`src/rtl/fcs_pkg.sv`:
```
package fcs_pkg;
  typedef enum logic [2:0] {
    ST_IDLE,
    ST_POR,
    ST_PROG_HI,
    ST_PROG_LO,
    ST_WAIT_INIT,
    ST_LOAD,
    ST_USER
  } fcs_state_e;

  localparam int REG_W = 4;

  localparam logic [1:0] ADDR_CTRL = 2'd0;
  localparam logic [1:0] ADDR_STAT = 2'd1;
  localparam logic [1:0] ADDR_IRQ  = 2'd2;

  localparam int CB_EN   = 0;
  localparam int CB_SEL  = 1;
  localparam int CB_MAN  = 2;
  localparam int CB_GO   = 3;

  localparam int IB_DONE = 0;
  localparam int IB_TMO  = 1;
endpackage

```
`src/rtl/fcs_sync.sv`:
```
module fcs_sync #(
  parameter int WIDTH = 2,
  parameter logic [WIDTH-1:0] RST_VAL = '0
) (
  input  logic             clk,
  input  logic             rst,
  input  logic [WIDTH-1:0] d,
  output logic [WIDTH-1:0] q
);
  for (genvar b = 0; b < WIDTH; b++) begin : g_bit
    logic s1, s2;
    always_ff @(posedge clk) begin
      if (rst) begin
        s1 <= RST_VAL[b];
        s2 <= RST_VAL[b];
      end else begin
        s1 <= d[b];
        s2 <= s1;
      end
    end
    assign q[b] = s2;
  end
endmodule

```
`src/rtl/fcs_regs.sv`:
```
module fcs_regs
  import fcs_pkg::*;
(
  input  logic             clk,
  input  logic             rst,
  input  logic             reg_we,
  input  logic [1:0]       reg_addr,
  input  logic [REG_W-1:0] reg_wdata,
  output logic [REG_W-1:0] reg_rdata,
  input  logic             init_s,
  input  logic             done_s,
  input  logic             busy,
  input  logic             user_mode,
  input  logic             set_done,
  input  logic             set_tmo,
  output logic             prog_manual,
  output logic             start_req,
  output logic             irq
);
  logic       port_en, pr_sel;
  logic [1:0] int_sts;
  logic [1:0] int_set, int_clr;

  assign start_req = reg_we && (reg_addr == ADDR_CTRL) && reg_wdata[CB_GO]
                     && reg_wdata[CB_EN] && reg_wdata[CB_SEL];

  always_comb begin
    int_set = '0;
    int_set[IB_DONE] = set_done;
    int_set[IB_TMO]  = set_tmo;
    int_clr = (reg_we && reg_addr == ADDR_IRQ) ? reg_wdata[1:0] : 2'b00;
  end

  always_ff @(posedge clk) begin
    if (rst) begin
      port_en     <= 1'b0;
      pr_sel      <= 1'b0;
      prog_manual <= 1'b1;
      int_sts     <= '0;
      reg_rdata   <= '0;
    end else begin
      if (reg_we && reg_addr == ADDR_CTRL) begin
        port_en     <= reg_wdata[CB_EN];
        pr_sel      <= reg_wdata[CB_SEL];
        prog_manual <= reg_wdata[CB_MAN];
      end
      int_sts <= (int_sts & ~int_clr) | int_set;
      case (reg_addr)
        ADDR_CTRL: reg_rdata <= {1'b0, prog_manual, pr_sel, port_en};
        ADDR_STAT: reg_rdata <= {user_mode, busy, done_s, init_s};
        ADDR_IRQ:  reg_rdata <= {2'b00, int_sts};
        default:   reg_rdata <= '0;
      endcase
    end
  end

  assign irq = |int_sts;


  w1c_clear_chk: assert property (@(posedge clk) disable iff (rst)
    (reg_we && reg_addr == ADDR_IRQ && reg_wdata[IB_DONE] && !set_done) |=> !int_sts[IB_DONE]);


  sticky_hold_chk: assert property (@(posedge clk) disable iff (rst)
    (int_sts[IB_TMO] && !(reg_we && reg_addr == ADDR_IRQ && reg_wdata[IB_TMO])) |=> int_sts[IB_TMO]);


  done_irq_chk: assert property (@(posedge clk) disable iff (rst)
    set_done |=> (int_sts[IB_DONE] && irq));
endmodule

```
`src/rtl/fcs_fsm.sv`:
```
module fcs_fsm
  import fcs_pkg::*;
#(
  parameter int DATA_W     = 32,
  parameter int POR_CYCLES = 16,
  parameter int PULSE_MIN  = 8,
  parameter int TIMEOUT    = 64
) (
  input  logic              clk,
  input  logic              rst,
  input  logic              start_req,
  input  logic              prog_manual,
  input  logic              init_s,
  input  logic              done_s,
  input  logic              cfg_valid,
  input  logic [DATA_W-1:0] cfg_data,
  output logic              cfg_ready,
  output logic              fab_prog_n,
  output logic [DATA_W-1:0] fab_data,
  output logic              fab_we,
  output logic              set_done,
  output logic              set_tmo,
  output logic              busy,
  output logic              user_mode
);
  localparam int CNT_MAX = (POR_CYCLES > TIMEOUT) ? POR_CYCLES : TIMEOUT;
  localparam int CNT_W   = $clog2(CNT_MAX + 1);
  localparam logic [CNT_W-1:0] POR_LAST   = CNT_W'(POR_CYCLES - 1);
  localparam logic [CNT_W-1:0] PULSE_LAST = CNT_W'(PULSE_MIN - 1);
  localparam logic [CNT_W-1:0] TMO_LAST   = CNT_W'(TIMEOUT - 1);
  localparam bit SKIP_POR = (POR_CYCLES == 0);

  fcs_state_e       state, state_nx;
  logic [CNT_W-1:0] cnt;
  logic             cnt_clr;
  logic             por_done;
  logic             accept;
  logic             need_por;

  assign cfg_ready = (state == ST_LOAD);
  assign accept    = cfg_valid && cfg_ready;
  assign busy      = (state != ST_IDLE) && (state != ST_USER);
  assign user_mode = (state == ST_USER);

  if (SKIP_POR) begin : g_no_por
    assign need_por = 1'b0;
  end else begin : g_por
    assign need_por = !por_done;
  end

  always_comb begin
    state_nx = state;
    cnt_clr  = 1'b0;
    set_done = 1'b0;
    set_tmo  = 1'b0;
    case (state)
      ST_IDLE: if (start_req) begin
        state_nx = need_por ? ST_POR : ST_PROG_HI;
        cnt_clr  = 1'b1;
      end
      ST_POR: if (cnt == POR_LAST) begin
        state_nx = ST_PROG_HI;
        cnt_clr  = 1'b1;
      end
      ST_PROG_HI: begin
        state_nx = ST_PROG_LO;
        cnt_clr  = 1'b1;
      end
      ST_PROG_LO: if (cnt >= PULSE_LAST && !init_s) begin
        state_nx = ST_WAIT_INIT;
        cnt_clr  = 1'b1;
      end else if (cnt == TMO_LAST) begin
        state_nx = ST_IDLE;
        set_tmo  = 1'b1;
      end
      ST_WAIT_INIT: if (init_s) begin
        state_nx = ST_LOAD;
        cnt_clr  = 1'b1;
      end else if (cnt == TMO_LAST) begin
        state_nx = ST_IDLE;
        set_tmo  = 1'b1;
      end
      ST_LOAD: if (done_s) begin
        state_nx = ST_USER;
        set_done = 1'b1;
      end else if (accept) begin
        cnt_clr  = 1'b1;
      end else if (cnt == TMO_LAST) begin
        state_nx = ST_IDLE;
        set_tmo  = 1'b1;
      end
      default: ;
    endcase
    if (start_req && state != ST_IDLE) begin
      state_nx = ST_PROG_HI;
      cnt_clr  = 1'b1;
      set_done = 1'b0;
      set_tmo  = 1'b0;
    end
  end

  always_ff @(posedge clk) begin
    if (rst) begin
      state    <= ST_IDLE;
      cnt      <= '0;
      por_done <= 1'b0;
      fab_data <= '0;
      fab_we   <= 1'b0;
    end else begin
      state <= state_nx;
      if (cnt_clr) cnt <= '0;
      else if (cnt != {CNT_W{1'b1}}) cnt <= cnt + 1'b1;
      if (state == ST_POR && state_nx != ST_POR) por_done <= 1'b1;
      fab_we <= accept;
      if (accept) fab_data <= cfg_data;
    end
  end

  always_comb begin
    case (state)
      ST_IDLE:    fab_prog_n = prog_manual;
      ST_PROG_LO: fab_prog_n = 1'b0;
      default:    fab_prog_n = 1'b1;
    endcase
  end


  idle_hold_chk: assert property (@(posedge clk) disable iff (rst)
    (state == ST_IDLE && !start_req) |=> state == ST_IDLE);


  pulse_release_chk: assert property (@(posedge clk) disable iff (rst)
    (state == ST_WAIT_INIT && $past(state) == ST_PROG_LO)
      |-> ($past(cnt) >= PULSE_LAST && !$past(init_s)));


  load_entry_chk: assert property (@(posedge clk) disable iff (rst)
    (state == ST_LOAD && $past(state) != ST_LOAD)
      |-> ($past(state) == ST_WAIT_INIT && $past(init_s)));


  we_follows_accept_chk: assert property (@(posedge clk) disable iff (rst)
    fab_we |-> $past(cfg_valid && cfg_ready));


  tmo_idle_chk: assert property (@(posedge clk) disable iff (rst)
    set_tmo |=> (state == ST_IDLE && !cfg_ready));
endmodule

```
`src/rtl/fabric_cfg_seq.sv`:
```
module fabric_cfg_seq
  import fcs_pkg::*;
#(
  parameter int DATA_W     = 32,
  parameter int POR_CYCLES = 16,
  parameter int PULSE_MIN  = 8,
  parameter int TIMEOUT    = 64
) (
  input  logic              clk,
  input  logic              rst,
  input  logic              reg_we,
  input  logic [1:0]        reg_addr,
  input  logic [3:0]        reg_wdata,
  output logic [3:0]        reg_rdata,
  input  logic              cfg_valid,
  input  logic [DATA_W-1:0] cfg_data,
  output logic              cfg_ready,
  output logic              fab_prog_n,
  input  logic              fab_init,
  input  logic              fab_done,
  output logic [DATA_W-1:0] fab_data,
  output logic              fab_we,
  output logic              irq
);
  logic init_s, done_s;
  logic prog_manual, start_req;
  logic set_done, set_tmo, busy, user_mode;

  fcs_sync #(.WIDTH(2), .RST_VAL(2'b00)) u_sync (
    .clk (clk),
    .rst (rst),
    .d   ({fab_done, fab_init}),
    .q   ({done_s, init_s})
  );

  fcs_regs u_regs (
    .clk         (clk),
    .rst         (rst),
    .reg_we      (reg_we),
    .reg_addr    (reg_addr),
    .reg_wdata   (reg_wdata),
    .reg_rdata   (reg_rdata),
    .init_s      (init_s),
    .done_s      (done_s),
    .busy        (busy),
    .user_mode   (user_mode),
    .set_done    (set_done),
    .set_tmo     (set_tmo),
    .prog_manual (prog_manual),
    .start_req   (start_req),
    .irq         (irq)
  );

  fcs_fsm #(
    .DATA_W     (DATA_W),
    .POR_CYCLES (POR_CYCLES),
    .PULSE_MIN  (PULSE_MIN),
    .TIMEOUT    (TIMEOUT)
  ) u_fsm (
    .clk         (clk),
    .rst         (rst),
    .start_req   (start_req),
    .prog_manual (prog_manual),
    .init_s      (init_s),
    .done_s      (done_s),
    .cfg_valid   (cfg_valid),
    .cfg_data    (cfg_data),
    .cfg_ready   (cfg_ready),
    .fab_prog_n  (fab_prog_n),
    .fab_data    (fab_data),
    .fab_we      (fab_we),
    .set_done    (set_done),
    .set_tmo     (set_tmo),
    .busy        (busy),
    .user_mode   (user_mode)
  );
endmodule

```
`config.mk`:
```
export PLATFORM = sky130hd
export DESIGN_NAME = fabric_cfg_seq
export DESIGN_NICKNAME = d
export VERILOG_FILES = /design/src/rtl/fcs_pkg.sv /design/src/rtl/fcs_sync.sv /design/src/rtl/fcs_regs.sv /design/src/rtl/fcs_fsm.sv /design/src/rtl/fabric_cfg_seq.sv
export SDC_FILE = /design/constraint.sdc
export NUM_CORES = 1
export LEC_CHECK = 0
export BUFFER_PORTS_ARGS = -buffer_cell sky130_fd_sc_hd__buf_2
export CORE_MARGIN = 2
export CORE_UTILIZATION = 35
export CTS_CLUSTER_SIZE = 20
export DETAILED_ROUTE_END_ITERATION = 8
export SLEW_MARGIN = 10
export SYNTH_ARGS = -nofsm -noshare
export SYNTH_HDL_FRONTEND = slang
export SYNTH_HIERARCHICAL = 1
export SYNTH_SLANG_ARGS = --single-unit
```
`constraint.sdc`:
```
create_clock -name clk -period 2.9 [get_ports clk]
set_clock_uncertainty 0.05 [all_clocks]
set_input_delay 0.87 -clock clk [delete_from_list [all_inputs] [get_ports clk]]
set_output_delay 0.87 -clock clk [all_outputs]
set_load 0.1 [all_outputs]
```
* Yosys cells after proc, flatten, opt, wreduce, memory -nomap -nowiden
Index checks and enable logic that the tools add are counted.
** Storage, ports and cells
- Register bits :: 57
- Input port bits :: 44
- Word-level logic and storage cells :: 79
** Operators by class
- Add/subtract/negate cells :: 1
- Order comparisons :: 1
- Equality and inequality tests :: 13
- Muxes and demuxes :: 31
- Bitwise operators :: 3
- Reduce and logical (&&, ||, !) cells :: 16
** Operator list (number)
- 2-to-1 mux 3 bit :: 8
- one-hot mux 3 bit (6 select lines) :: 1
- 2-to-1 mux 1 bit :: 16
- one-hot mux 4 bit (3 select lines) :: 1
- logical AND 1 bit :: 10
- equality test 3 bit, second input constant :: 3
- adder 7 x 1 -> 7 bit, second input constant :: 1
- equality test 7 x 4 -> 1 bit, second input constant :: 1
- equality test 7 x 6 -> 1 bit, second input constant :: 1
- >= comparator 7 x 3 -> 1 bit, second input constant :: 1
- inequality test 7 bit, second input constant :: 1
- equality test 3 x 2 -> 1 bit, second input constant :: 2
- one-hot mux 1 bit (6 select lines) :: 1
- 2-to-1 mux 2 bit :: 2
- OR reduction 2 bit :: 2
- equality test 3 x 1 -> 1 bit, second input constant :: 1
- logical NOT 3 bit :: 1
- inequality test 3 x 1 -> 1 bit, second input constant :: 1
- inequality test 3 bit, second input constant :: 1
- one-hot mux 1 bit (3 select lines) :: 1
- nonzero test 3 bit :: 1
- AND 2 bit :: 1
- equality test 2 x 1 -> 1 bit, second input constant :: 1
- equality test 2 bit, second input constant :: 1
- other kinds (5) :: 5

* Depth between registers and ports, before layout
- Word-level depth :: 10
- Mapped depth :: 8
- Depth with buffers taken out :: 7

* By module
The synthesis kept the hierarchy.
** By module, submodules not included
- fcs_fsm :: times used 1, cells each 245, area an instance 1958.1 µm², seq. area each 880.8 µm²
- fcs_regs :: times used 1, cells each 40, area an instance 394.1 µm², seq. area each 180.2 µm²
- fcs_sync :: times used 1, cells each 10, area an instance 120.1 µm², seq. area each 80.1 µm²

* Worst setup path before layout
OpenSTA, ideal clock, no wires.
- Path kind :: in2reg
- Start point :: in reg_addr[1]
- End point :: reg u_fsm.state[1]
- Setup time :: 0.091 ns
- Arrival :: 2.254 ns
- Data required time :: 2.759 ns
- Setup slack :: 0.505 ns
- Stages on the path :: 8
- Path buffers :: 2
- Cells stage by stage :: buf_6 -> nor3b_4 -> and4_2 -> clkbuf_1 -> o41ai_1 -> o31ai_1 -> nor2_1 -> a311oi_1
** On the way
- Longest elaborated chain between the ends :: 8
- Elaborated cells between the ends (all ways) :: 9
** Ends and longest elaborated chain
- from (decl) :: line fabric_cfg_seq.sv:12 : input logic [1:0] reg_addr,
- logical NOT 2 bit (*) :: line fcs_regs.sv:24 : assign start_req = reg_we && (reg_addr == ADDR_CTRL) && reg_wdata[CB_GO]
- logical AND 1 bit (*) (2 in a row) :: line fcs_regs.sv:24
- logical AND 1 bit (*) (2 in a row) :: line fcs_regs.sv:25 : && reg_wdata[CB_EN] && reg_wdata[CB_SEL];
- net start_req :: line fabric_cfg_seq.sv:26 : logic prog_manual, start_req;
- 2-to-1 mux 3 bit :: line fcs_fsm.sv:57 : ST_IDLE: if (start_req) begin
- one-hot mux 3 bit (6 select lines) :: line fcs_fsm.sv:56 : case (state)
- 2-to-1 mux 3 bit (*) :: line fcs_fsm.sv:94 : if (start_req && state != ST_IDLE) begin
- to (signal assigned) :: line fcs_fsm.sv:110 : state <= state_nx;
- to (decl) :: line fcs_fsm.sv:33 : fcs_state_e state, state_nx;
Mark *: on every way through the listed nets, which the timed path passes. The rest lies on a longest branch.
A chain may end at the register's enable or synchronous reset.

* Final worst setup path
- Start point :: reg u_fsm.state[2]
- End point :: out cfg_ready
** On the way
- Longest elaborated chain between the ends :: 1
** Ends and longest elaborated chain
- equality test 3 bit :: line fcs_fsm.sv:40 : assign cfg_ready = (state == ST_LOAD);
- to (decl) :: line fabric_cfg_seq.sv:17 : output logic cfg_ready,
Every way passes these cells.

==> impl_metrics.ini <==
[flow_run]
cap_viol_max_count = 0

[synthesis]
yosys-top-cells-area = dfxtp_1, nand2_1, a21oi_1
synth.distinct_cells = 49
synthSimpleGateAreaFrac = 0.272
synthesis.nets = 340
syn_area_mm2 = 0.00247
post-synth-top-area-cell = dfxtp_1
synth_compound_area_frac = 0.174
async_flop_share = 0
synth.avg_cell_area_um2 = 8.38
yosys_warnings = 6
synth_top_family_by_area = simple AND/OR/NAND/NOR gates
synth_flop_cell = dfxtp_1
yosys.area_share.xor_xnor = 0.00709
synth_mux_area_frac = 0.0243
yosysTopAreaCellShare = 0.462
ys_ff_latch = 57
synth_edf_count = 0
syn-instance-count = 295
synth_adder_area_share = 0.00506
synth-seq-area-share = 0.462

[floorplan]
num_rows = 30
start_util = 0.362
coreArea_mm2 = 0.00683
dieArea_mm2 = 0.00775
die_x_um = 88.0
die_h_um = 88.0
io_pins = 84

[cts]
root_buffer = clkbuf_8
cts_inserted_buffers = 9
hold_buffers = 0
cts_setup_buffers = 0
htreeDepth = 3
cts_max_path_buffers = 2
cts_resized = 0
path_clk_slew_ns = 0.08
cts_num_sinks = 57
worstSkewPairLatency_ns = 0.34
cts_tree = yes

[layout]
stdcell_area_mm2 = 0.00314
antennaDiodeCount = 0
areaGrowthSynthToFinish_pct = 27.0
finalNonFillerCells = 472
post_route_cells_drive_above_1_share = 0.311
nNetsFinal = 416

[power]
pwr_density_cell_mw_per_mm2 = 558
leakage_nw = 1.37
ir_worst_vdd_v = 0.000248

[timing]
drv_slew = 0
rsz0062_at_grt = false
hold_viol_final = 0
setup_slack_ns = 0.275
fin_crit_sh = 0.905
fin_setup_tns_ns = 0
fmax_ghz = 0.381
worst_pin_slew_ns = 0.549
setup_viol = 0
min_period_ns = 2.63
relSlewSlack = 0.632

[global_route]
grt_usage = 0.151
busiest_layer = met2
met3_usage = 0.0358
grt_pass1_vias = 1931
antenna_found_initial = 0
grt_pass1_wl_um = 9050
grtUsageMet2 = 0.237
grt_use_met1 = 0.193
grt_max_degree = 38
grt_overflow = 0

[placed_design]
place_inst = 456
place_congestion = 0.783
dpl_cell_area_mm2 = 0.00291
portBuffers = 83
place_worst_setup_slack_ns = 0.404
place_hpwl_um = 4090

[drt]
wirelength_um = 5890
wl_per_cell_um = 12.5
vias = 2229
via_per_inst = 4.72
drc = 0
first_iter_violations = 195
drt-pass1-iter-count = 4
ant_nets = 0

[setup_path]
path_buf_inv = 2
crit_fanout = 17
slowest_delay_ns = 0.66
cpLargestDelayFamily = flip-flops
cp.required_ns = 1.98
arrival_ns = 1.71
path_cells = nand3b_1 > inv_1 > buf_2
critPathLaunchType = flop
critical_path_class = reg2out
critPathSlowestCell = dfxtp_1
cp-end-kind = primary output

[min_path]
hold_path_class = reg2reg

[run_status]
status = finished, final reports clean
-- cells by family (layout without fill, tap and decap cells) --
kind of cell	after synthesis	count (layout)
buf+inv	26	107
simple gates	139	139
mux	6	6
compound gates	64	64
fa+ha+maj	1	1
xor+xnor	2	2
flops	57	57
-- layout make-up --
cell class              instances  area [um^2]
clock buffers                   9          124
fillers                       707         3690
flip-flops and latches         57         1140
repair buffers                 87          445
clock inverters                 7          103
inverters                       4         15.0
multi-input cells             212         1190
well taps                      96          120
-- routing by layer --
layer  vias up  part of all wire
met5         -                 0
met4         0             0.017
met3         8             0.039
met2        54              0.48
met1      1010              0.46
li1       1157                 -
-- power breakdown --
group          internal, W  switching [W]  total [W]  leakage (nW)
combinational    0.0000423      0.0000610   0.000103         0.796
sequential        0.000792     0.00000876   0.000801         0.461
clock             0.000491       0.000358   0.000848         0.110
total              0.00133       0.000427    0.00175          1.37
-- per-stage QoR --
stage | util | power [W] | hold slack (ns)
3_5_place_dp | 0.426 | 0.000923 | 0.379
2_1_floorplan | - | 0.000883 | 0.364
3_3_place_gp | 0.426 | 0.000922 | 0.372
4_1_cts | 0.460 | 0.00178 | 0.397
6_report | 0.460 | 0.00175 | 0.393
5_1_grt | 0.460 | 0.00182 | 0.402
-- synthesized netlist by cell type, types with 2 or more instances --
master,count
nor3_1,9
buf_6,2
o21a_1,2
o221a_2,2
clkbuf_1,8
nor2_1,20
a21oi_1,37
buf_2,7
dfxtp_1,57
inv_1,4
and2b_1,2
and4b_1,2
buf_4,5
nand3_1,5
and2_1,2
nand2b_1,4
xnor2_1,2
mux2i_1,6
a21o_1,3
nor2b_1,7
or2_2,2
nand2_1,72
nand3b_1,2
nand4b_1,3
a211oi_1,4
a311oi_1,2
o21ai_0,2
-- worst register-to-register path: cells and delay by family (launching register included) --
kind            cells  cell delay [ns]
simple gates        3             0.83
flops               1             0.64
compound gates      3             0.34
-- sequential cells by signal (all words and copies together) (netlist names) --
name / flops
u_sync/g_bit.s2: 2
u_regs/int_sts: 2
u_fsm/fab_we: 1
u_regs/port_en: 1
u_fsm/por_done: 1
u_regs/reg_rdata: 4
u_regs/prog_manual: 1
u_sync/g_bit.s1: 2
u_fsm/fab_data: 32
u_fsm/cnt: 7
u_regs/pr_sel: 1
u_fsm/state: 3
-- cell usage in the layout, fill, tap and decap left out, types with 5 or more instances in the layout --
master    instances
buf_2            83
nand2_1          72
dfxtp_1          57
a21oi_1          37
nor2_1           20
clkbuf_8          9
nor3_1            9
nor2b_1           7
mux2i_1           6
nand3_1           5
-- worst paths after layout --
| check | to | depth (start not counted) | startpoint | slack, ns |
|---|---|---|---|---|
| setup / recovery | cfg_ready | 3 | u_fsm/state[2] | 0.27 |
| hold / removal | u_sync/g_bit[0].s2 | 1 | u_sync/g_bit[0].s1 | 0.39 |
| setup reg to reg | u_regs/int_sts[1] | 6 | u_fsm/state[0] | 0.96 |
| hold reg to reg | u_sync/g_bit[0].s2 | 1 | u_sync/g_bit[0].s1 | 0.39 |
Note: power is estimated with default switching activity, not from simulation.
